File: src/rtl/rail_seq_pkg.sv
package rail_seq_pkg;

  typedef enum logic [1:0] {
    ST_OFF  = 2'd0,
    ST_LEAD = 2'd1,
    ST_BOTH = 2'd2
  } seq_state_e;

  // counter width able to hold values up to n
  function automatic int unsigned cnt_width(input int unsigned n);
    return (n < 2) ? 1 : $clog2(n + 1);
  endfunction

  // maps lead/trail activity onto a physical rail
  function automatic logic rail_on(input logic is_rail1, input logic r1_first,
                                   input logic lead, input logic trail);
    return (is_rail1 == r1_first) ? lead : trail;
  endfunction

endpackage

File: src/rtl/rail_seq_deglitch.sv
module rail_seq_deglitch
  import rail_seq_pkg::*;
#(
  parameter int unsigned LEN     = 4,
  parameter bit          RST_VAL = 1'b0
) (
  input  logic clk,
  input  logic rst_n,
  input  logic din,
  output logic dout
);
  localparam int unsigned CW = cnt_width(LEN);
  localparam logic [CW-1:0] LAST = CW'(LEN - 1);

  logic [CW-1:0] low_cnt;
  logic          q;

  // rising edge passes at once, a low must be seen LEN samples in a row
  always_ff @(posedge clk or negedge rst_n) begin
    if (!rst_n) begin
      low_cnt <= '0;
      q       <= RST_VAL;
    end else if (din) begin
      low_cnt <= '0;
      q       <= 1'b1;
    end else if (low_cnt == LAST) begin
      q       <= 1'b0;
    end else begin
      low_cnt <= low_cnt + 1'b1;
    end
  end

  assign dout = q;
endmodule

File: src/rtl/rail_seq_fsm.sv
module rail_seq_fsm
  import rail_seq_pkg::*;
(
  input  logic clk,
  input  logic rst_n,
  input  logic run_ok,
  input  logic sel_f,
  input  logic uv1_f,
  input  logic uv2_f,
  output logic lead_on,
  output logic trail_on,
  output logic r1_first,
  output logic lead_uv
);
  seq_state_e state, state_nx;
  logic       order_r1;

  assign lead_uv = order_r1 ? uv1_f : uv2_f;

  always_comb begin
    state_nx = state;
    unique case (state)
      ST_OFF:  if (run_ok) state_nx = ST_LEAD;
      ST_LEAD: if (!run_ok) state_nx = ST_OFF;
               else if (lead_uv) state_nx = ST_BOTH;
      ST_BOTH: if (!run_ok) state_nx = ST_OFF;
               else if (!lead_uv) state_nx = ST_LEAD;
      default: state_nx = ST_OFF;
    endcase
  end

  always_ff @(posedge clk or negedge rst_n) begin
    if (!rst_n) begin
      state    <= ST_OFF;
      order_r1 <= 1'b0;
    end else begin
      state <= state_nx;
      if (state == ST_OFF) order_r1 <= ~sel_f;
    end
  end

  assign lead_on  = (state != ST_OFF);
  assign trail_on = (state == ST_BOTH);
  assign r1_first = order_r1;
endmodule

File: src/rtl/rail_seq_ctrl.sv
module rail_seq_ctrl
  import rail_seq_pkg::*;
#(
  parameter int unsigned DG_EN_CYC  = 7000,
  parameter int unsigned DG_SEQ_CYC = 7000,
  parameter int unsigned DG_UV_CYC  = 7000
) (
  input  logic clk,
  input  logic rst_n,
  input  logic en_n,
  input  logic seq_sel,
  input  logic supply_ok,
  input  logic therm_fault,
  input  logic uv1_ok,
  input  logic uv2_ok,
  output logic rail1_en,
  output logic rail2_en,
  output logic rail1_dis,
  output logic rail2_dis
);
  localparam int unsigned NUV = 2;

  logic           en_off_f;
  logic           sel_f;
  logic [NUV-1:0] uv_raw;
  logic [NUV-1:0] uv_f;
  logic           run_ok;
  logic           lead_on, trail_on, r1_first, lead_uv_f;

  rail_seq_deglitch #(.LEN(DG_EN_CYC), .RST_VAL(1'b1)) i_dg_en (
    .clk(clk), .rst_n(rst_n), .din(en_n), .dout(en_off_f));

  rail_seq_deglitch #(.LEN(DG_SEQ_CYC), .RST_VAL(1'b1)) i_dg_sel (
    .clk(clk), .rst_n(rst_n), .din(seq_sel), .dout(sel_f));

  assign uv_raw = {uv2_ok, uv1_ok};

  for (genvar g = 0; g < NUV; g++) begin : g_uv
    rail_seq_deglitch #(.LEN(DG_UV_CYC), .RST_VAL(1'b0)) i_dg_uv (
      .clk(clk), .rst_n(rst_n), .din(uv_raw[g]), .dout(uv_f[g]));
  end

  assign run_ok = ~en_off_f & supply_ok & ~therm_fault;

  rail_seq_fsm i_fsm (
    .clk(clk), .rst_n(rst_n), .run_ok(run_ok), .sel_f(sel_f),
    .uv1_f(uv_f[0]), .uv2_f(uv_f[1]),
    .lead_on(lead_on), .trail_on(trail_on), .r1_first(r1_first),
    .lead_uv(lead_uv_f));

  assign rail1_en  = rail_on(1'b1, r1_first, lead_on, trail_on);
  assign rail2_en  = rail_on(1'b0, r1_first, lead_on, trail_on);
  assign rail1_dis = ~rail1_en;
  assign rail2_dis = ~rail2_en;
endmodule

File: config.mk
export PLATFORM = sky130hd
export DESIGN_NAME = rail_seq_ctrl
export DESIGN_NICKNAME = d
export VERILOG_FILES = /design/src/rtl/rail_seq_pkg.sv /design/src/rtl/rail_seq_deglitch.sv /design/src/rtl/rail_seq_fsm.sv /design/src/rtl/rail_seq_ctrl.sv
export SDC_FILE = /design/constraint.sdc
export NUM_CORES = 1
export LEC_CHECK = 0
export BUFFER_PORTS_ARGS = -buffer_cell sky130_fd_sc_hd__buf_4
export CAP_MARGIN = 20
export CORE_MARGIN = 2
export CORE_UTILIZATION = 66
export CTS_CLUSTER_DIAMETER = 60
export CTS_CLUSTER_SIZE = 14
export DETAILED_ROUTE_END_ITERATION = 8
export PLACE_DENSITY = 0.84
export SYNTH_ARGS = -nofsm -noshare
export SYNTH_HDL_FRONTEND = slang
export SYNTH_SLANG_ARGS = --single-unit
File: constraint.sdc
create_clock -name clk -period 3.9 [get_ports clk]
set_input_delay 0.585 -clock clk [delete_from_list [all_inputs] [get_ports clk]]
set_output_delay 0.585 -clock clk [all_outputs]
set_load 0.05 [all_outputs]
== After elaboration in Yosys (flattened, before gate mapping) ==
Cells that the tools add are included.
Widths: inputs -> output; s select.
Word-level totals
  register bits: 59
  bits of input ports: 8
Operators by class
  $add $sub $neg: 4
  equality and inequality tests: 13
  muxes and demuxes: 25
  bitwise operators: 7
  reductions and logical operators: 7
Operator list (count)
  $mux 13: 8
  $add 13x1->13 const B: 4
  $eq 13x13->1 const B: 4
  $mux 1: 11
  $mux 2: 5
  $reduce_bool 2->1: 5
  $ne 2x2->1 const B: 4
  $ne 3x3->1 const B: 2
  $pmux 2 s3: 1
  $not 1->1: 5
  $reduce_and 3->1: 1
  $and 1x1->1: 2
  $eq 2x1->1 const B: 1
  $eq 2x2->1 const B: 1
  $logic_not 2->1: 1
  $ne 2x1->1 const B: 1

== Depth between registers and ports, before layout ==
  word-level depth: 5
  gate-level depth with buffers: 5
  gate-level depth less buffers: 4

== Hierarchy ==
Synthesis repeated with hierarchy kept, for this count alone.
Unflattened totals
  cell total of the unflattened synthesis: 322
  area, all modules: 3215.6 um^2
By module, submodules not included
  rail_seq_deglitch (i_dg_en ...): instances 2, cells each 76, area each 754.5 um^2, seq. area each 351.6 um^2
  rail_seq_deglitch (g_uv[0].i_dg_uv ...): instances 2, cells each 76, area each 753.2 um^2, seq. area each 350.3 um^2
  rail_seq_fsm: instances 1, cells each 13, area each 150.1 um^2, seq. area each 75.1 um^2
  rail_seq_ctrl: instances 1, cells each 5, area each 50.0 um^2, seq. area each 0.0 um^2

== Worst setup path after synthesis ==
OpenSTA, ideal clock, no wires.
  kind: register to output
  from: reg i_fsm.state[0]
  to: out rail2_en
  arrival: 2133 ps
  data required time: 3315 ps
  setup slack: 1182 ps
  stages on the path, launching flop included: 3
  path buffers: 0
  cell sequence: dfrtp_1 -> o21ai_0 -> inv_1
Between the ends
  cells in the longest elaborated chain, start to end: 2
RTL lines
  start: declaration: line rail_seq_fsm.sv:15  | seq_state_e state, state_nx;
  start signal: assignment: line rail_seq_fsm.sv:37  | state <= state_nx;
  $eq 2x2->1 or $reduce_bool 2->1 (tied branches): line rail_seq_fsm.sv:43, rail_seq_fsm.sv:42
  $mux 1 (*): line rail_seq_pkg.sv:17  | return (is_rail1 == r1_first) ? lead : trail;
  end: declaration: line rail_seq_ctrl.sv:17  | output logic rail2_en,
Mark *: on every way between the ends. The rest lies on a longest branch, timed or not.

== Final worst setup path ==
  from: reg i_fsm.state[1]
  to: out rail2_dis
Between the ends
  cells in the longest elaborated chain, start to end: 3
RTL lines
  $eq 2x2->1 or $reduce_bool 2->1 (tied branches): line rail_seq_fsm.sv:43, rail_seq_fsm.sv:42
  $mux 1 (*): line rail_seq_pkg.sv:17
  $not 1->1 (*): line rail_seq_ctrl.sv:54  | assign rail2_dis = ~rail2_en;
  end: declaration: line rail_seq_ctrl.sv:19  | output logic rail2_dis
Marks and branches as above.

==> flow_summary.toml <==
[floorplanning]
io_pins = 12
die_w_um = 72
core_area_um2 = 4410
start_util_pct = 69.1
fp.dieH_um = 72
rows = 24
fp.dieArea_um2 = 5180

[outcome]
outcome = "completed"

[clocking]
postCtsSetupBuffers = 0
ctsHoldBuffers = 0
clkSinkCount = 59
cts_resized = 0
clk_path_buf_depth = 2
tritoncts = "built"
h-tree-depth = 3
clock-root-buffer = "clkbuf_8"
clk_pin_slew_ps = 60
worstSkewPairLatency_ps = 330
cts_buffers = 9

[global_routing]
grt_usage_pct = 26.0
grt_pass1_wl_um = 10400
grt_remaining_overflow = 0
grt_pass1_vias = 2315
grt_max_degree = 60
grt_antenna_before_repair = 0

[critical_path]
cp-end-kind = "primary output"
slowest_stage = "dfrtp_1"
cp_slowest_stage_delay_ps = 410
critPathLaunchType = "flop"
cp_cell_sequence = "o21ai_0 > buf_4"
arrival_ps = 1270
cp_max_fo = 4
crit_family = "flip-flops"
worstSetupPathType = "reg -> out"
critPathRequiredTime_ps = 3310
path_buf_inv = 1

[synthesis]
synth-edff-count = 0
ys.flop_type = "dfrtp_1"
ys_ff_latch = 59
syn_inst = 310
synthesis.area_um2 = 3050
yosysSeqAreaShare_pct = 48.5
yosysWarnings = 0
synth_nets = 322
synth_area_per_cell_um2 = 9.84
post_synth_num_cell_types = 42
ys_async_sr_fraction_pct = 100

[timing]
final_hold_viol_count = 0
slew_viol_final = 0
rsz0062_at_grt = "false"
finalSetupTns_ps = 0
fmax_mhz = 540
fin_crit_sh_pct = 47.5
hold_slack_ps = 314
period_needed_ps = 1850
worstMarginPinSlew_ps = 733
relSlewSlack_pct = 51.2
finalSetupViolCount = 0
finClkSkew_ps = 7.34

[drt]
vias = 2491
drc = 0
ant_nets = 0
wire_per_inst_um = 15.6
routed_via_density = 6.50
first_pass_iters = 4
totalWireLength_um = 5990
drtIter0Drc = 287

[power_and_ir_drop]
peakVddDrop_mv = 0.252
leakagePower_nw = 1.32
powerDensity_nw_per_um2 = 376

[placement]
dp_hpwl_um = 3730
port_buffers = 11
gp_congestion = 0.869

[hold_path]
hp-class = "in -> async"

[layout]
fillerInstances = 310
diodes = 0
final_nets = 338
drive_above_1_share_pct = 11.8
area_growth_pct = 10.6

[run]
cap_violations = 0
==> placed cells by master, fill, tap and decap left out, types with 6 or more instances in the layout <==
cell type / n
dfrtp_1: 57
a21oi_1: 31
nand3_1: 20
o21ai_0: 19
nor2_1: 19
or3_1: 17
nand4_1: 15
o31ai_1: 13
nand2_1: 12
inv_1: 12
or4_1: 12
clkbuf_8: 12
buf_4: 11
nor2b_1: 9
nor3_1: 7
nand2b_1: 6
mux2_2: 6
==> final cells by class <==
type	count	area, um^2	area share [%]
clock buffer	15	176	5.23
clock inverter	1	30.0	0.890
inverter	12	45.0	1.33
multi-input combinational	233	1500	44.4
sequential	59	1480	43.8
tap	52	65.1	1.93
timing repair buffer	11	82.6	2.45
==> cells in the mapped netlist (all sizes together), types with 2 or more instances <==
| library cell | count | area, um^2 |
|---|---|---|
| a21o | 2 | 15.0 |
| a21oi | 31 | 155 |
| a22o | 2 | 17.5 |
| clkbuf | 5 | 18.8 |
| dfrtp | 57 | 1430 |
| dfstp | 2 | 52.6 |
| ha | 4 | 50.1 |
| inv | 12 | 45.0 |
| mux2 | 7 | 82.6 |
| mux2i | 4 | 40.0 |
| nand2 | 13 | 51.3 |
| nand2b | 6 | 37.5 |
| nand3 | 20 | 100 |
| nand3b | 2 | 15.0 |
| nand4 | 15 | 93.8 |
| nand4bb | 3 | 33.8 |
| nor2 | 19 | 71.3 |
| nor2b | 9 | 56.3 |
| nor3 | 7 | 35.0 |
| nor4 | 4 | 40.0 |
| nor4bb | 4 | 40.0 |
| o21a | 2 | 15.0 |
| o21ai | 19 | 95.1 |
| o21bai | 3 | 22.5 |
| o31ai | 13 | 97.6 |
| or3 | 18 | 114 |
| or4 | 13 | 101 |
| or4bb | 2 | 22.5 |
| xnor2 | 4 | 35.0 |
==> logic make-up after synthesis <==
group	Yosys count	share of synthesized area (%)
buffers and inverters	18	2.46
AO/OA/AOI/OAI	75	14.5
adder cells (fa/ha/maj)	4	1.64
XOR/XNOR	5	1.43
AND/OR/NAND/NOR	138	27.5
multiplexers	11	4.02
flip-flops	59	48.5
==> worst reg2reg max path, stage by stage (launching register included) <==
cell	delay (ps)
dfrtp_1	410
ha_1	290
nand2_2	100
or4_4	570
mux2_4	320
==> layer usage <==
layer  part of all wire (%)  track usage [%]  vias to the layer above
li1                       -                -                     1209
met1                     46             34.6                     1221
met2                     49             40.6                       53
met3                    4.1             6.25                        8
met4                    1.5             11.9                        0
met5                      0                0                        -
==> power breakdown <==
group | internal, mW | switching [mW]
registers | 0.622 | 0.0129
clock network | 0.349 | 0.232
logic | 0.0207 | 0.0337
total | 0.992 | 0.279
==> flip-flops by register name, summed over array words and instances (netlist names) <==
register              cells
i_dg_sel.dout             1
i_fsm.state               2
g_uv.i_dg_uv.dout         2
i_dg_en.low_cnt          13
i_fsm.r1_first            1
i_dg_sel.low_cnt         13
i_dg_en.dout              1
g_uv.i_dg_uv.low_cnt     26
==> metrics by stage <==
| step | area (um^2) | util (%) | power [mW] | instances | setup slack, ps |
|---|---|---|---|---|---|
| after global routing | 3380 | 76.5 | 1.32 | 383 | 1950 |
| after global placement | 3170 | 71.8 | 0.697 | 367 | 2200 |
| final | 3380 | 76.5 | 1.27 | 383 | 2050 |
| after CTS | 3380 | 76.5 | 1.28 | 383 | 2020 |
| after floorplan | 3050 | - | 0.673 | 310 | 1180 |
| after detailed placement | 3170 | 71.8 | 0.700 | 367 | 2160 |
==> worst paths after layout <==
check / from / to / cells past startpoint / slack [ps]
min in group clk: i_dg_sel.dout / i_dg_sel.dout / 1 / 510
min: rst_n / i_dg_en.low_cnt[0] / 1 / 310
max in group asynchronous: rst_n / g_uv[1].i_dg_uv.low_cnt[7] / 1 / 3100
max reg2reg: i_dg_sel.low_cnt[0] / i_dg_sel.low_cnt[0] / 4 / 2110
max: i_fsm.state[1] / rail2_dis / 2 / 2050
min reg2reg: i_dg_sel.dout / i_dg_sel.dout / 1 / 510
Power figures use the tool's default switching activity.
